File: src/rtl/dma_thresh_fifo.sv
module dma_thresh_fifo #(
  parameter int WIDTH = 16,
  parameter int DEPTH = 32
) (
  input  logic             clk,
  input  logic             rst_n,
  input  logic             xfer_start,
  input  logic             xfer_active,
  input  logic             xfer_dir,
  input  logic             cfg_we,
  input  logic [15:0]      cfg_wdata,
  output logic [15:0]      cfg_rdata,
  input  logic             host_push,
  input  logic [WIDTH-1:0] host_wdata,
  input  logic             host_pop,
  input  logic             card_push,
  input  logic [WIDTH-1:0] card_wdata,
  input  logic             card_pop,
  output logic [WIDTH-1:0] head_word,
  output logic [$clog2(DEPTH+1)-1:0] fill,
  output logic             flag_rx_level,
  output logic             flag_tx_level,
  output logic             dma_rx_req,
  output logic             dma_tx_req
);
  localparam int IDX_W = $clog2(DEPTH);
  localparam int CNT_W = $clog2(DEPTH+1);

  logic [WIDTH-1:0] mem [DEPTH];
  logic [IDX_W-1:0] head, tail;
  logic [IDX_W-1:0] hi_lvl, lo_lvl;
  logic             rx_dma_en, tx_dma_en;
  logic             dirty;

  wire push_req = host_push | card_push;
  wire pop_req  = host_pop  | card_pop;
  wire do_push  = push_req && (fill != CNT_W'(DEPTH));
  wire do_pop   = pop_req  && (fill != '0);
  wire [WIDTH-1:0] wr_word = host_push ? host_wdata : card_wdata;

  wire rx_hit = xfer_dir  && (fill > CNT_W'(hi_lvl));
  wire tx_hit = !xfer_dir && (fill < CNT_W'(lo_lvl));
  wire idle_empty = !xfer_active && (fill == '0);

  assign head_word = mem[head];
  assign cfg_rdata = {rx_dma_en, 2'b00, 5'(hi_lvl), tx_dma_en, 2'b00, 5'(lo_lvl)};

  always_ff @(posedge clk) begin
    if (do_push && !xfer_start) mem[tail] <= wr_word;
  end

  always_ff @(posedge clk or negedge rst_n) begin
    if (!rst_n) begin
      head <= '0;
      tail <= '0;
      fill <= '0;
    end else if (xfer_start) begin
      head <= '0;
      tail <= '0;
      fill <= '0;
    end else begin
      if (do_push) tail <= tail + 1'b1;
      if (do_pop)  head <= head + 1'b1;
      if (do_push && !do_pop)      fill <= fill + 1'b1;
      else if (do_pop && !do_push) fill <= fill - 1'b1;
    end
  end

  always_ff @(posedge clk or negedge rst_n) begin
    if (!rst_n) begin
      rx_dma_en <= 1'b0;
      tx_dma_en <= 1'b0;
      hi_lvl    <= '1;
      lo_lvl    <= '0;
    end else if (cfg_we) begin
      rx_dma_en <= cfg_wdata[15];
      hi_lvl    <= cfg_wdata[8 +: IDX_W];
      tx_dma_en <= cfg_wdata[7];
      lo_lvl    <= cfg_wdata[0 +: IDX_W];
    end
  end

  always_ff @(posedge clk or negedge rst_n) begin
    if (!rst_n) dirty <= 1'b0;
    else        dirty <= push_req | pop_req | cfg_we | xfer_start;
  end

  always_ff @(posedge clk or negedge rst_n) begin
    if (!rst_n) begin
      flag_rx_level <= 1'b0;
      flag_tx_level <= 1'b0;
      dma_rx_req    <= 1'b0;
      dma_tx_req    <= 1'b0;
    end else begin
      if (dirty) begin
        if (idle_empty) begin
          flag_rx_level <= 1'b0;
          flag_tx_level <= 1'b0;
        end else begin
          dma_rx_req    <= rx_hit &&  rx_dma_en;
          flag_rx_level <= rx_hit && !rx_dma_en;
          dma_tx_req    <= tx_hit &&  tx_dma_en;
          flag_tx_level <= tx_hit && !tx_dma_en;
        end
      end
      if (cfg_we && cfg_wdata[15]) flag_rx_level <= 1'b0;
      if (cfg_we && cfg_wdata[7])  flag_tx_level <= 1'b0;
    end
  end
endmodule

File: config.mk
export PLATFORM = sky130hd
export DESIGN_NAME = dma_thresh_fifo
export DESIGN_NICKNAME = d
export VERILOG_FILES = /design/src/rtl/dma_thresh_fifo.sv
export SDC_FILE = /design/constraint.sdc
export NUM_CORES = 1
export LEC_CHECK = 0
export BUFFER_PORTS_ARGS = -buffer_cell sky130_fd_sc_hd__buf_2
export CAP_MARGIN = 15
export CORE_ASPECT_RATIO = 1.5
export CORE_MARGIN = 2
export CORE_UTILIZATION = 45
export DETAILED_ROUTE_END_ITERATION = 16
export GPL_TIMING_DRIVEN = 0
export PLACE_DENSITY_LB_ADDON = 0.1
export SYNTH_ARGS = -nofsm -noshare
export SYNTH_HDL_FRONTEND = slang
export SYNTH_SLANG_ARGS = --single-unit
File: constraint.sdc
create_clock -name clk -period 3.2 [get_ports clk]
set_input_delay 0.64 -clock clk [delete_from_list [all_inputs] [get_ports clk]]
set_output_delay 0.64 -clock clk [all_outputs]
set_load 0.02 [all_outputs]
==> metrics.csv <==
stage;metric;value;unit
synth;synthesis.area;21900;um2
synth;synth_mux_area_share;15.2;%
synth;syn-instance-count;1184;
critical_path;required;2.56;ns
place;dpl-instance-area;23600;um2
sta;finalHoldViolations;0;
cells_and_area;n_fill_cell;3691;
synth;synth_top_family_by_area;multiplexers;
cells_and_area;fin_util;56.0;%
synth;ys.flop_type;edfxtp_1;
critical_path;cp-startpoint;head[0];
synth;synth_top_area_share;70.3;%
cells_and_area;stdcell_count;2020;
cts;cts_tree;yes;
synth;ys_warn_count;0;
sta;fin_crit;3.28;ns
critical_path;cp-start-kind;flip-flop;
sta;report.final.slew_viol_count;0;
synth;synth_cell_types;52;
floorplan;chipHeight;274;um
floorplan;coreArea;47800;um2
cells_and_area;synthToLayoutAreaGrowth;22.6;%
critical_path;critPathCapture;head_word[7];
critical_path;endpoint_kind;output pin;
sta;setup_tns;-0.694;ns
sta;max_freq;0.305;GHz
critical_path;worstPathMaxFanout;5;
cells_and_area;multi_input_area;6160;um2
sta;setup_viol;14;
sta;worst_slack;-0.0783;ns
place;place_inst;1908;
cells_and_area;layout.nets;1456;
cells_and_area;insertedDiodeCount;0;
critical_path;path_class;flip-flop to output pin;
floorplan;ios;100;
sta;rsz0062_at_grt;true;
global_routing;grt_pass1_wl;83200;um
floorplan;core.rowCount;98;
drt;drtIter0Drc;880;
power_and_ir_drop;power_density;776;nW/um2
cts;cts_buffer_depth;3;
global_routing;grt_max_degree;34;
cts;clk_latency;0.57;ns
outcome;violations;negative setup slack;
cells_and_area;postLayoutCellArea;26800;um2
drt;viasPerCell;5.70;
critical_path;cp_slowest_stage_delay;0.52;ns
synth;synth-simple-area-share;2.83;%
floorplan;start_util;45.7;%
cells_and_area;register_area;16200;um2
cts;cts_buffers;50;
drt;first_pass_iters;5;
drt;wl_per_cell;28.9;um
sta;finClkSkew;0.0128;ns
critical_path;reg2reg_to;fill[5];
synth;synthAdderAreaFrac;1.12;%
drt;drc;0;
cts;cts_sinks;545;
sta;tightest_slew;0.962;ns
sta;holdWs;0.169;ns
power_and_ir_drop;total_power;20.8;mW
cts;clk_pin_slew_worst_paths;0.07;ns
global_routing;grt_pass1_vias;12100;
critical_path;cp_cell_sequence;buf_6, buf_8, buf_12, mux4_2, mux2i_4, o221ai_2, buf_4;
place;dp_slack;-0.803;ns
synth;synth-xor-area-share;0.481;%
power_and_ir_drop;p_leak;8.77;nW
synth;synth-edff-count;512;
drt;ant_nets;0;
synth;synth_compound_area_share;4.40;%
critical_path;reg2reg_depth;11;
critical_path;critPathArrivalTime;2.64;ns
drt;drt_wl_total;58400;um
place;place_congestion;0.873;
synth;ys_seq_area_share;74.1;%
global_routing;grt_overflow_total;0;
global_routing;grtUsageTotal;23.7;%
critical_path;slowest_stage;mux4_2;
synth;ys_async_sr_fraction;6.06;%
cts;cts_root_buffer;clkbuf_16;
synth;yosys.area.top_type;edfxtp_1;
floorplan;dieArea;50400;um2
drt;vias;11500;
cells_and_area;final_layout_size_suffix_gt1_share;36.7;%
synth;syn_area_per_cell;18.5;um2
place;io_buffer_count;89;
cts;htree_levels;2;
floorplan;die_w;184;um
place;dp_hpwl;38800;um
critical_path;reg2reg_slack;0.12;ns
sta;relSlewSlack;35.8;%
flow_run;maxCapViolCount;0;
synth;ys_ff_latch;545;
global_routing;antenna_found_initial;0;
critical_path;timing.rr.start;fill[1];
min_path;hp-class;input pin to asynchronous set/reset pin;
power_and_ir_drop;peakVddDrop;484;uV
outcome;outcome;finished, violations left;
synth;ys_top_cells_by_area;edfxtp_1 70%, mux2i_1 7.5%, mux4_2 6.6%, dfrtp_1 3.2%, a22o_1 1.3%;
sta;finalCritPeriodShare;102;%
-- registers in the layout, summed over array words and instances, names as in the netlist, 5 cells and up --
| signal | flops |
|---|---|
| mem | 512 |
| fill | 6 |
| head | 5 |
| hi_lvl | 5 |
| lo_lvl | 5 |
| tail | 5 |
-- layout make-up --
cell class                      instances  area share, %
Clock buffer                           61           5.21
Tap cell                              600           2.80
Multi-Input combinational cell        554           23.0
Inverter                               16          0.224
Clock inverter                         32           1.04
Timing Repair Buffer                  147           4.81
Buffer                                 65           2.43
Sequential cell                       545           60.5
-- worst min path at each step --
stage	cells after the start	slack [ns]	from	endpoint
2_1_floorplan	0	0.34	rst_n	dirty
3_3_place_gp	2	0.47	dma_rx_req	dma_rx_req
3_5_place_dp	2	0.48	dma_rx_req	dma_rx_req
4_1_cts	1	0.16	rst_n	dma_tx_req
5_1_grt	1	0.20	rst_n	dma_tx_req
6_report	1	0.17	rst_n	dma_tx_req
-- cell usage after synthesis, types with 2 or more instances --
| cell | instances |
|---|---|
| edfxtp_1 | 512 |
| mux2i_1 | 164 |
| mux4_2 | 64 |
| nor2_1 | 54 |
| nand2_1 | 38 |
| a22o_1 | 32 |
| clkbuf_1 | 32 |
| dfrtp_1 | 28 |
| a21oi_1 | 24 |
| buf_2 | 22 |
| mux2_2 | 20 |
| ha_1 | 18 |
| nor3_1 | 18 |
| a22oi_1 | 17 |
| a31oi_1 | 16 |
| inv_1 | 16 |
| o221ai_1 | 16 |
| o21ai_0 | 14 |
| buf_1 | 10 |
| buf_4 | 7 |
| xnor2_1 | 6 |
| xor2_1 | 6 |
| dfstp_2 | 5 |
| nand3_1 | 5 |
| a211oi_1 | 3 |
| a21o_1 | 3 |
| nand3b_1 | 3 |
| nand4_1 | 3 |
| nand2b_1 | 2 |
| nor2b_1 | 2 |
| o21bai_1 | 2 |
| or3b_2 | 2 |
-- cells by family (layout without fill, tap and decap cells) --
| family | Yosys count | in the layout |
|---|---|---|
| AOI/OAI and AO/OA | 134 | 134 |
| and+or+nand+nor | 136 | 136 |
| adders and majority gates | 19 | 19 |
| buffers and inverters | 88 | 321 |
| other | 1 | 4 |
| xor gates and xnor gates | 12 | 12 |
| DFF | 545 | 545 |
| muxes | 249 | 249 |
-- critical path: cells and delay by family, from the launching register on --
| family | cells | cell delay [ns] |
|---|---|---|
| compound gates | 1 | 0.19 |
| buf+inv | 4 | 0.61 |
| flops | 1 | 0.43 |
| mux | 2 | 0.82 |
-- layout by cell type (no fill, tap or decap), types with 6 or more instances in the layout --
cell type and instances:
nor2_2 32, buf_4 37, mux2i_1 135, clkbuf_8 8, clkbuf_16 55, nor2_1 21
buf_12 14, a22o_1 19, mux4_2 64, nor3_2 7, dfrtp_1 23, clkbuf_4 9
buf_6 25, o21ai_0 14, a31oi_2 13, buf_8 27, clkbuf_1 10, clkinv_1 12
buf_2 78, a22oi_2 12, ha_1 17, a21oi_1 23, xor2_1 6, mux2_2 20
inv_1 16, nor3_1 6, mux2i_4 21, xnor2_1 6, o221ai_2 15, clkinv_2 12
nand2_1 38, a22o_4 10, mux2i_2 9, edfxtp_1 512
-- metal layers --
metal / GRT usage (%) / part of all wire [%]
met1: 27.3 / 37
met2: 42.6 / 53
met3: 2.56 / 3.5
met4: 13.7 / 6.4
met5: 0 / 0
-- power breakdown --
part | total [mW] | leakage [nW] | internal (mW) | switching (mW)
combinational | 6.58 | 2.93 | 2.97 | 3.61
clock | 6.05 | 0.827 | 3.50 | 2.55
sequential | 8.16 | 5.02 | 8.03 | 0.127
-- timing repair --
| item | in CTS | in global routing |
|---|---|---|
| cloned | 3 | 1 |
| resized for setup | 233 | 77 |
| setup endpoints to repair | 17 | 17 |
| pin swaps | 12 | 10 |
| hold buffers | 0 | 0 |
| buffers inserted | 17 | 6 |
No activity file was read; power rests on OpenSTA's default activity.
